## src/rtl/dma_arb_pkg.sv

```systemverilog
package dma_arb_pkg;

  typedef enum logic [1:0] {
    ARB_IDLE  = 2'd0,  // bus not requested
    ARB_WAIT  = 2'd1,  // hold requested, no channel granted
    ARB_GRANT = 2'd2,  // one channel owns the bus
    ARB_DRAIN = 2'd3   // bus released, hold request still up
  } arb_state_e;

  // Index of the lowest set bit (highest priority); 0 when none set.
  function automatic int unsigned lowest_set(input logic [31:0] vec, input int unsigned n);
    int unsigned r;
    r = 0;
    for (int i = int'(n) - 1; i >= 0; i--) begin
      if (vec[i]) r = i;
    end
    return r;
  endfunction

endpackage

```

## src/rtl/dma_arb_prio.sv

```systemverilog
module dma_arb_prio #(
  parameter int NCH  = 4,
  localparam int IDXW = (NCH > 1) ? $clog2(NCH) : 1
) (
  input  logic [NCH-1:0]  eligible,
  output logic            any_eligible,
  output logic [IDXW-1:0] win_idx
);
  import dma_arb_pkg::*;

  logic [31:0] ext;

  always_comb begin
    ext = '0;
    ext[NCH-1:0] = eligible;
  end

  assign any_eligible = |eligible;
  assign win_idx      = IDXW'(lowest_set(ext, NCH));

endmodule

```

## src/rtl/dma_arb_fsm.sv

```systemverilog
module dma_arb_fsm #(
  parameter int NCH  = 4,
  localparam int IDXW = (NCH > 1) ? $clog2(NCH) : 1
) (
  input  logic                  clk,
  input  logic                  rst_n,
  input  logic                  any_eligible,
  input  logic [IDXW-1:0]       win_idx,
  input  logic                  win_cascade,
  input  logic                  active_req,
  input  logic                  hold_ack,
  output dma_arb_pkg::arb_state_e state,
  output logic [IDXW-1:0]       owner_idx,
  output logic                  owner_cascade,
  output logic                  grant_go,
  output logic                  grant_end
);
  import dma_arb_pkg::*;

  arb_state_e state_d;

  always_comb begin
    state_d   = state;
    grant_go  = 1'b0;
    grant_end = 1'b0;
    unique case (state)
      ARB_IDLE:  if (any_eligible) state_d = ARB_WAIT;
      ARB_WAIT: begin
        if (!any_eligible) begin
          state_d = ARB_DRAIN;
        end else if (hold_ack) begin
          state_d  = ARB_GRANT;
          grant_go = 1'b1;
        end
      end
      ARB_GRANT: begin
        if (!hold_ack || !active_req) begin
          state_d   = ARB_WAIT;
          grant_end = 1'b1;
        end
      end
      ARB_DRAIN: state_d = ARB_IDLE;
      default:   state_d = ARB_IDLE;
    endcase
  end

  always_ff @(posedge clk or negedge rst_n) begin
    if (!rst_n) begin
      state         <= ARB_IDLE;
      owner_idx     <= '0;
      owner_cascade <= 1'b0;
    end else begin
      state <= state_d;
      if (grant_go) begin
        owner_idx     <= win_idx;
        owner_cascade <= win_cascade;
      end
    end
  end

endmodule

```

## src/rtl/dma_chan_arbiter.sv

```systemverilog
module dma_chan_arbiter #(
  parameter int NCH  = 4,
  localparam int IDXW = (NCH > 1) ? $clog2(NCH) : 1
) (
  input  logic           clk,
  input  logic           rst_n,
  input  logic [NCH-1:0] chan_req,
  input  logic [NCH-1:0] chan_mask,
  input  logic [NCH-1:0] chan_cascade,
  input  logic           hold_ack,
  output logic           hold_req,
  output logic [NCH-1:0] chan_ack,
  output logic           bus_drive_en
);
  import dma_arb_pkg::*;

  logic [NCH-1:0]  eligible;
  logic            any_eligible;
  logic [IDXW-1:0] win_idx;
  logic [IDXW-1:0] owner_idx;
  logic            owner_cascade;
  logic            grant_go;
  logic            grant_end;
  arb_state_e      state;

  assign eligible = chan_req & ~chan_mask;

  dma_arb_prio #(.NCH(NCH)) u_prio (
    .eligible     (eligible),
    .any_eligible (any_eligible),
    .win_idx      (win_idx)
  );

  dma_arb_fsm #(.NCH(NCH)) u_fsm (
    .clk           (clk),
    .rst_n         (rst_n),
    .any_eligible  (any_eligible),
    .win_idx       (win_idx),
    .win_cascade   (chan_cascade[win_idx]),
    .active_req    (chan_req[owner_idx]),
    .hold_ack      (hold_ack),
    .state         (state),
    .owner_idx     (owner_idx),
    .owner_cascade (owner_cascade),
    .grant_go      (grant_go),
    .grant_end     (grant_end)
  );

  assign hold_req = (state != ARB_IDLE);

  for (genvar g = 0; g < NCH; g++) begin : g_ack
    assign chan_ack[g] = (state == ARB_GRANT) && (owner_idx == IDXW'(g));
  end

  assign bus_drive_en = (state == ARB_GRANT) && !owner_cascade;

endmodule

```

## config.mk

```make
export PLATFORM = sky130hd
export DESIGN_NAME = dma_chan_arbiter
export DESIGN_NICKNAME = d
export VERILOG_FILES = /design/src/rtl/dma_arb_pkg.sv /design/src/rtl/dma_arb_prio.sv /design/src/rtl/dma_arb_fsm.sv /design/src/rtl/dma_chan_arbiter.sv
export SDC_FILE = /design/constraint.sdc
export NUM_CORES = 1
export LEC_CHECK = 0
export CAP_MARGIN = 40
export CORE_AREA = 2 2 39 41
export CTS_BUF_LIST = sky130_fd_sc_hd__clkbuf_4 sky130_fd_sc_hd__clkbuf_8
export DETAILED_ROUTE_END_ITERATION = 8
export DIE_AREA = 0 0 41 43
export DONT_BUFFER_PORTS = 1
export PLACE_DENSITY = 0.45
export SLEW_MARGIN = 0
export SYNTH_ARGS = -nofsm -noshare
export SYNTH_HDL_FRONTEND = slang
export SYNTH_SLANG_ARGS = --single-unit
```

## constraint.sdc

```tcl
create_clock -name clk -period 2.4 [get_ports clk]
set_clock_uncertainty 0.2 [all_clocks]
set_input_delay 0.48 -clock clk [delete_from_list [all_inputs] [get_ports clk]]
set_output_delay 0.48 -clock clk [all_outputs]
set_load 0.01 [all_outputs]
```

## Word-level counts from Yosys, hierarchy flattened

Index checks and enable logic that the tools add are counted.
W data, S select, Z words.

| operators by class | value |
|---|---|
| shift operators | 0 |
| reduce and logical (&&, ||, !) cells | 14 |
| multiplexer cells | 16 |
| equal/unequal tests | 9 |
| $lt $le $gt $ge | 2 |
| multiply operators | 0 |
| bitwise gates (word level) | 2 |
| add/sub/neg operators | 0 |
| divide/modulo/power cells | 0 |

Operator list:

| kind | number |
|---|---|
| $mux W2 | 8 |
| $eq A2 B2 Y1 const B | 4 |
| $pmux W2 S4 | 1 |
| $lt A2 B3 Y1 const B | 2 |
| $logic_and A1 B1 Y1 | 5 |
| $mux W1 | 5 |
| $and A4 B4 Y4 | 1 |
| $bmux W1 S2 | 2 |
| $eq A2 B1 Y1 const B | 2 |
| $logic_not A2 Y1 | 2 |
| $ne A2 B1 Y1 const B | 2 |
| $not A4 Y4 | 1 |
| $reduce_or A4 Y1 | 1 |
| $logic_not A1 Y1 | 3 |
| $ne A3 B3 Y1 const B | 1 |
| $reduce_and A3 Y1 | 1 |
| $reduce_bool A2 Y1 | 1 |
| $logic_or A1 B1 Y1 | 1 |

| storage, ports and cells | value |
|---|---|
| RAM bits | 0 |
| ROM bits | 0 |
| bits in registers | 5 |
| latch bits | 0 |
| output and inout port bits | 6 |
| word-level logic and storage cells | 46 |
| memories | 0 |
| bits of input ports | 15 |

## Longest topological paths before layout

Gate-level depths: netlist of the first run.

| logic depth | value |
|---|---|
| depth in word-level cells | 8 |
| gate-level depth with buffers | 5 |
| depth with buffers taken out | 4 |

## Cells and area by module

Synthesis of the first run repeated with hierarchy kept, for this count alone.

| second synthesis, totals | value |
|---|---|
| cell total of the unflattened synthesis | 39 |
| area total of the unflattened synthesis | 425.4 um2 |

By module, submodules not included:

| module | instances | area each (um2) | cells each | sequential area each (um2) |
|---|---|---|---|---|
| dma_arb_fsm | 1 | 262.8 | 20 | 125.1 |
| dma_chan_arbiter | 1 | 127.6 | 12 | 0.0 |
| dma_arb_prio | 1 | 35.0 | 7 | 0.0 |

## Least setup slack after synthesis of the first run

OpenSTA, ideal clock, no wires.

| path | value |
|---|---|
| path type | flip-flop to output port |
| from | register u_fsm.state[1] |
| to | output port chan_ack[1] |
| cell stages (with the launch flop) | 4 |
| setup slack | 699 ps |
| data required time | 1720 ps |
| path buffers | 1 |
| arrival time | 1021 ps |
| cell sequence | dfrtp_1 -> clkbuf_1 -> nand2b_1 -> nor3b_1 |

| on the way | value |
|---|---|
| longest elaborated chain between the ends | 2 |

Ends and longest elaborated chain:

| item | line | text |
|---|---|---|
| start: declaration | dma_arb_fsm.sv:12 | `output dma_arb_pkg::arb_state_e state,` |
| start signal: assignment | dma_arb_fsm.sv:53 | `state <= state_d;` |
| $eq A2 B2 Y1 | dma_chan_arbiter.sv:52 | `assign chan_ack[g] = (state == ARB_GRANT) && (owner_idx == IDXW'(g));` |
| $logic_and A1 B1 Y1 | dma_chan_arbiter.sv:52 |  |
| end: declaration | dma_chan_arbiter.sv:12 | `output logic [NCH-1:0] chan_ack,` |

No other way between the ends.

## Worst setup path after layout of the first run

Ends and elaborated chain as after synthesis.

==> results of run 1 <==
==> final cells by class <==
cell class,instances,area (um2)
Timing Repair Buffer,1,10.0
Multi-Input combinational cell,40,279
Fill cell,149,916
Inverter,1,3.75
Clock buffer,4,30.0
Sequential cell,5,125
Tap cell,16,20.0
==> worst max path at each step <==
stage,start,to,slack (ns),depth (start not counted)
3_3_place_gp,u_fsm.state[1],chan_ack[1],0.69,2
4_1_cts,u_fsm.state[1],chan_ack[1],0.44,2
6_report,u_fsm.state[1],chan_ack[1],0.45,2
5_1_grt,u_fsm.state[1],chan_ack[2],0.34,2
2_1_floorplan,u_fsm.state[1],chan_ack[1],0.70,3
3_5_place_dp,chan_mask[2],u_fsm.owner_idx[0],0.69,4
==> layout by cell type, fill, tap and decap left out, drive strengths merged <==
cell	n
dlygate4sd3	1
a21oi	3
nor3	2
o21ai	3
inv	1
nor3b	3
dfrtp	5
or2	1
mux2i	1
a31o	1
nor2b	3
nor2	3
mux4	1
o31a	1
clkbuf	4
nand2	6
o41ai	1
nand2b	6
o32ai	1
o31ai	1
a31oi	1
and4b	2
==> flip-flops by register name (all words and copies together), names as in the netlist <==
name / cells
u_fsm.state: 2
u_fsm.owner_idx: 2
u_fsm.owner_cascade: 1
==> through the flow <==
stage	cell area, um2	util, %
after detailed placement	428	30.9
after CTS	468	33.8
after global routing	468	33.8
after floorplan	423	-
final	468	33.8
after global placement	428	30.9
==> where the power goes <==
part,switching [mW],internal (mW),leakage [nW]
Clock,0.0293,0.0738,0.0184
Combinational,0.0888,0.0876,0.119
Sequential,0.0613,0.126,0.0612
Total,0.179,0.287,0.198
==> metal layers <==
layer	vias up	routed length (um)	global-route usage (%)
met2	11	492	19.1
li1	181	-	-
met5	-	0	0
met4	0	0	8.00
met1	166	392	15.7
met3	0	60	2.09
==> synthesized netlist by cell type (all sizes together) <==
library cell,instances
a21oi,3
a31o,1
a31oi,1
and4b,2
buf,1
clkbuf,1
dfrtp,5
inv,1
mux2i,1
mux4,1
nand2,6
nand2b,6
nor2,3
nor2b,3
nor3,2
nor3b,3
o21ai,3
o31a,1
o31ai,1
o32ai,1
o41ai,1
or2,1
==> kinds of logic after synthesis <==
| family | Yosys count | share of synthesized area [%] |
|---|---|---|
| AND/OR/NAND/NOR | 26 | 38.8 |
| AO/OA/AOI/OAI | 12 | 18.6 |
| flip-flops | 5 | 29.6 |
| buffers and inverters | 3 | 4.44 |
| multiplexers | 2 | 8.58 |
==> timing repair <==
action                                 4_1_cts  5_1_grt
buffers inserted                             0        0
endpoints found under the hold margin        5        0
hold buffers                                 1        0
==> summary.txt, run 1 <==
Cells and area
  – Count of non-filler cells in the finished layout: 67
  – Layout net count: 67
  – Antenna cells: 0
  – Synth-to-layout area growth: 10.7%
  – Proportion of layout cells with a drive suffix above 1: 13.7%

Power
  – Maximum vdd drop: 0.000223 V
  – Overall power of the completed layout: 0.467 mW
  – Total leakage power: 0.198 nW
  – Power per cell area: 997 mW/mm2

CTS
  – Clock tree root driver cell: sky130_fd_sc_hd__clkbuf_4
  – TritonCTS clock tree: yes
  – Clock net sink count: 5
  – Worst-skew pair later-pin latency: 0.23 ns
  – Buffers from clock root to sink, at most: 2
  – Worst-path clk slew: 0.04 ns
  – H-tree lvl count: 1
  – Total clock buffers created by CTS: 3
  – Post-cts sizing count: 0

Floorplanning
  – Chip width: 41 um
  – Total Die Area: 0.00176 mm2
  – Die height: 43 um
  – Site Rows: 14
  – Floorplan core area: 0.00138 mm2
  – Initial standard-cell utilization of the core: 30.6%
  – Number of placed I/O pins: 21

Yosys
  – Syn avg cell area: 8.81 um2
  – Number of warnings printed during yosys synthesis: 0
  – Synthesized netlist cell count: 48
  – Top cell type by total area after synthesis: sky130_fd_sc_hd__dfrtp_1
  – Post-synth net total: 63
  – Summed instance area of the synthesized netlist: 423 um2
  – Share of synthesized area occupied by flip-flops and latches: 29.6%
  – Share of the synthesized area in the top cell type: 29.6%
  – Distinct cell type count of the synthesized netlist: 25
  – Most area-consuming cells after synthesis: sky130_fd_sc_hd__dfrtp_1 30%, sky130_fd_sc_hd__nand2b_1 7.4%, sky130_fd_sc_hd__mux4_1 6.2%, sky130_fd_sc_hd__nand2_1 5.3%, sky130_fd_sc_hd__nor3b_1 5.3%
  – #FFs+latches synth: 5

Worst setup path
  – Worst EP arrival: 1.27 ns
  – Worst Setup Path Type: reg2out
  – CP max stage delay: 0.48 ns
  – Bufs and invs on worst path: 0
  – Maximum fanout along the worst path: 9
  – R2r endpoint: u_fsm.state[0]
  – Worst reg-to-reg path cell count: 4
  – Cells along the critical path: nand2b_1 > nor3b_1
  – Worst path top cell family by delay: simple AND/OR/NAND/NOR gates
  – Slowest stage cell on the critical path: sky130_fd_sc_hd__dfrtp_1
  – Worst endpoint required time: 1.72 ns
  – Category of the worst setup path capture point: primary output
  – Sort of element at the start of the critical path: flop
  – Flop2flop setup slack: 0.79 ns
  – Startpoint of the worst-slack reg-to-reg timing path: u_fsm.owner_idx[1]

Timing
  – Final count of hold timing violations: 0
  – Worst-case setup margin in the final layout: 0.448 ns
  – Pin slew with the least headroom to its limit: 0.376 ns
  – Pins Over Slew Limit: 0
  – Post-route setup TNS: 0 ns
  – Max transition margin: 74.9%
  – Final worst path period share: 81.3%
  – RSZ-0062 raised after global routing: false
  – Final critical path time including I/O delays and setup: 1.95 ns
  – Maximum clock frequency: 512 MHz
  – Worst hold slack across all endpoints: 0.221 ns
  – Setup violators final: 0

Min path
  – Hold_sp: hold_ack
  – Tightest Hold Check Type: in2reg
  – Hold Path Stages: 2
  – End point of the most critical hold path: u_fsm.state[1]

Placed design
  – Worst slack after detailed placement: 0.691 ns
  – Number of port buffers: 0
  – Instance count after placement with tap cells included: 62
  – Estimated wirelength of the detail-placed design: 787 um
  – Final GP Congestion: 0.731

Global routing
  – Initial antenna violation count: 0
  – GRT Residual Overflow: 0
  – Overall track demand over capacity in global routing: 12.6%
  – Pin count of the biggest net entering global routing: 10
  – Wire length of the first global-routing pass: 1.51 mm
  – Number of global-route vias before repair: 357

Status
  – Status: finished, final reports clean

Drt
  – DRT Wirelength: 945 um
  – DRC violations left: 0
  – Post-detailed-route count of antenna-violating nets: 0
  – Via total after detailed routing: 358
  – Drt first pass iters: 4
  – Routed wirelength normalized by instance count: 14.1 um
  – Drt initial violations: 3
  – Via density per instance: 5.34

Job
  – Max Cap Violations: 0
Note: power is estimated with default switching activity, not from simulation.
==> run 2, diff against run 1 <==
PLACE_DENSITY = 0.47   (was 0.45)
clock period = 1.7 ns   (was 2.4 ns; I/O delays follow)
==> run 2 against run 1 <==
Flip-flop and latch count did not move. Worst hold slack got worse by 0.18 ns. Critical path depth did not move. Die area did not move. Combinational power rose by 110%. Clock-buffer cell count did not move. Non-clock buffer count rose by 2. Global-route usage rose by 0.67 points. Setup slack got worse by 0.38 ns. Power rose by 65%. Critical path type unchanged.
==> summary.txt, run 2 (synthesized netlist as in run 1, its figures left out) <==
Global routing
  – Number of global-route vias before repair: 363 (was 357)
  – Overall track demand over capacity in global routing: 13.3% (was 12.6%)
  – Met3 track demand over resource: 4.19% (was 2.09%)
  – GR Util met1: 16.2% (was 15.7%)
  – Pin count of the biggest net entering global routing: 8 (was 10)
  – GRT Residual Overflow: 0 (unchanged)
  – Busiest grt layer: met2 (unchanged)
  – M2 GR Usage: 17.5% (was 19.1%)
  – Initial antenna violation count: 0 (unchanged)
  – Wire length of the first global-routing pass: 1.52 mm (was 1.51 mm)

Power
  – Maximum vdd drop: 0.000501 V (was 0.000223 V)
  – Power per cell area: 1480 mW/mm2 (was 997 mW/mm2)
  – Total leakage power: 0.228 nW (was 0.198 nW)
  – Overall power of the completed layout: 0.768 mW (was 0.467 mW)

CTS
  – Setup Fix Bufs, Post-CTS: 0 (unchanged)
  – Buffers from clock root to sink, at most: 2 (unchanged)
  – Total clock buffers created by CTS: 3 (unchanged)
  – Clock tree root driver cell: sky130_fd_sc_hd__clkbuf_4 (unchanged)
  – Clock net sink count: 5 (unchanged)
  – TritonCTS clock tree: yes (unchanged)
  – Worst-path clk slew: 0.04 ns (about the same)
  – Worst-skew pair later-pin latency: 0.24 ns (was 0.23 ns)
  – H-tree lvl count: 1 (unchanged)

Timing
  – RSZ-0062 raised after global routing: false (unchanged)
  – Pins Over Slew Limit: 0 (unchanged)
  – Max transition margin: 80.1% (was 74.9%)
  – Worst hold slack across all endpoints: 0.0447 ns (was 0.221 ns)
  – Final worst path period share: 96.1%
  – Setup violators final: 0 (unchanged)
  – Maximum clock frequency: 612 MHz
  – Final count of hold timing violations: 0 (unchanged)
  – Pin slew with the least headroom to its limit: 0.294 ns (was 0.376 ns)
  – Post-route setup TNS: 0 ns (unchanged)
  – Final critical path time including I/O delays and setup: 1.63 ns

Floorplanning
  – Site Rows: 14 (unchanged)
  – Die height: 43 um (unchanged)
  – Number of placed I/O pins: 21 (unchanged)
  – Floorplan core area: 0.00138 mm2 (unchanged)
  – Chip width: 41 um (unchanged)
  – Total Die Area: 0.00176 mm2 (unchanged)
  – Initial standard-cell utilization of the core: 30.6% (unchanged)

Cells and area
  – Commonest non-fill, non-tap cell in the layout: sky130_fd_sc_hd__nand2_1 (unchanged)
  – Share of the core filled with cells in the final layout: 37.4% (was 33.8%)
  – Register Area: 125 um2 (unchanged)
  – Antenna cells: 0 (unchanged)
  – Count of non-filler cells in the finished layout: 69 (was 67)
  – Synth-to-layout area growth: 22.5% (was 10.7%)
  – Largest registers in the final layout: u_fsm.owner_idx x2, u_fsm.state x2, u_fsm.owner_cascade x1 (unchanged)
  – Fill cells: 138 (was 149)
  – Area taken by multi-input logic gates: 314 um2 (was 279 um2)
  – Layout net count: 69 (was 67)
  – Commonest cells after routing, fill and taps aside: 6 x sky130_fd_sc_hd__nand2_1, 5 x sky130_fd_sc_hd__dfrtp_1, 4 x sky130_fd_sc_hd__nand2b_1, 4 x sky130_fd_sc_hd__clkbuf_4 (was 6 x sky130_fd_sc_hd__nand2_1, 5 x sky130_fd_sc_hd__nand2b_1, 5 x sky130_fd_sc_hd__dfrtp_1)
  – Proportion of layout cells with a drive suffix above 1: 24.5% (was 13.7%)

Worst setup path
  – CP Launch Point: u_fsm.state[0] (was u_fsm.state[1])
  – Slowest stage cell on the critical path: sky130_fd_sc_hd__dfrtp_1 (unchanged)
  – Worst endpoint required time: 1.16 ns (was 1.72 ns)
  – Bufs and invs on worst path: 0 (unchanged)
  – Worst reg-to-reg path cell count: 4 (unchanged)
  – Critical path destination: chan_ack[1] (unchanged)
  – Category of the worst setup path capture point: primary output (unchanged)
  – Maximum fanout along the worst path: 6 (was 9)
  – Worst Setup Path Type: reg2out (unchanged)
  – CP max stage delay: 0.41 ns (was 0.48 ns)
  – R2r endpoint: u_fsm.state[0] (unchanged)
  – Worst EP arrival: 1.09 ns (was 1.27 ns)
  – Worst path top cell family by delay: simple AND/OR/NAND/NOR gates (unchanged)
  – Sort of element at the start of the critical path: flop (unchanged)
  – Startpoint of the worst-slack reg-to-reg timing path: u_fsm.owner_idx[1] (unchanged)
  – Cells along the critical path: nand2b_4 > nor3b_4 (was nand2b_1 > nor3b_1)
  – Flop2flop setup slack: 0.19 ns (was 0.79 ns)
  – Crit path depth: 2 (unchanged)

Drt
  – Post-detailed-route count of antenna-violating nets: 0 (unchanged)
  – Via density per instance: 5.29 (was 5.34)
  – Drt initial violations: 4 (was 3)
  – Drt first pass iters: 2 (was 4)
  – DRT Wirelength: 973 um (was 945 um)
  – Via total after detailed routing: 365 (was 358)
  – DRC violations left: 0 (unchanged)
  – Routed wirelength normalized by instance count: 14.1 um (about the same)

Placed design
  – Final GP Congestion: 0.709 (was 0.731)
  – Number of port buffers: 0 (unchanged)
  – Estimated wirelength of the detail-placed design: 793 um (was 787 um)
  – Instance count after placement with tap cells included: 64 (was 62)

Min path
  – Tightest Hold Check Type: in2reg (unchanged)

Job
  – Max Cap Violations: 0 (unchanged)

Status
  – Status: finished, final reports clean (unchanged)
==> run 2: changes by cell type in the layout (fill, tap and decap cells not counted), sizes merged <==
cell | previous run | this run
buf | 0 | 2
==> run 2: worst reg2reg max path, cell delays in order, from the launching register on <==
cell,delay (ns)
sky130_fd_sc_hd__dfrtp_1,0.38
sky130_fd_sc_hd__mux4_1,0.57
sky130_fd_sc_hd__nand2_1,0.10
sky130_fd_sc_hd__nand2b_1,0.06
sky130_fd_sc_hd__a21oi_1,0.13
==> run 2: layout make-up <==
type | instances | share of cell area, %
clock buffers | 4 | 5.80
inverters | 1 | 0.725
multi-input cells | 40 | 60.6
flip-flops and latches | 5 | 24.2
well taps | 16 | 3.86
repair buffers | 3 | 4.83
==> run 2: metrics by stage <==
stage	setup slack, ns	area (um2)
after floorplan	0.139	423
after global placement	0.148	443
after detailed placement	0.129	443
after CTS	0.0375	512
after global routing	0.0167	518
final	0.0659	518
==> run 2: worst min-delay path by stage <==
stage          cells past startpoint  startpoint  slack (ns)                  end
3_3_place_gp                       0       rst_n       -0.16       u_fsm.state[0]
4_1_cts                            2    hold_ack        0.04       u_fsm.state[1]
6_report                           2    hold_ack        0.04       u_fsm.state[1]
3_5_place_dp                       0       rst_n       -0.16       u_fsm.state[0]
5_1_grt                            2    hold_ack        0.08       u_fsm.state[1]
2_1_floorplan                      0       rst_n       -0.16  u_fsm.owner_cascade
==> run 2: power breakdown <==
group          leakage (nW)  switching [mW]  internal, mW
sequential           0.0612          0.0700         0.178
combinational         0.148           0.182         0.184
clock                0.0184          0.0501         0.105
==> run 2: metal layers <==
metal	vias up	wire length (um)
li1	185	-
met1	162	430
met2	16	432
met3	2	90
met4	0	19
met5	-	0
==> run 2: what timing repair did <==
action                     CTS  global route
hold buffers                 1             0
resized for setup            6             1
hold endpoints to repair     5             0
setup endpoints to repair    3             1
pin swaps                    1             0
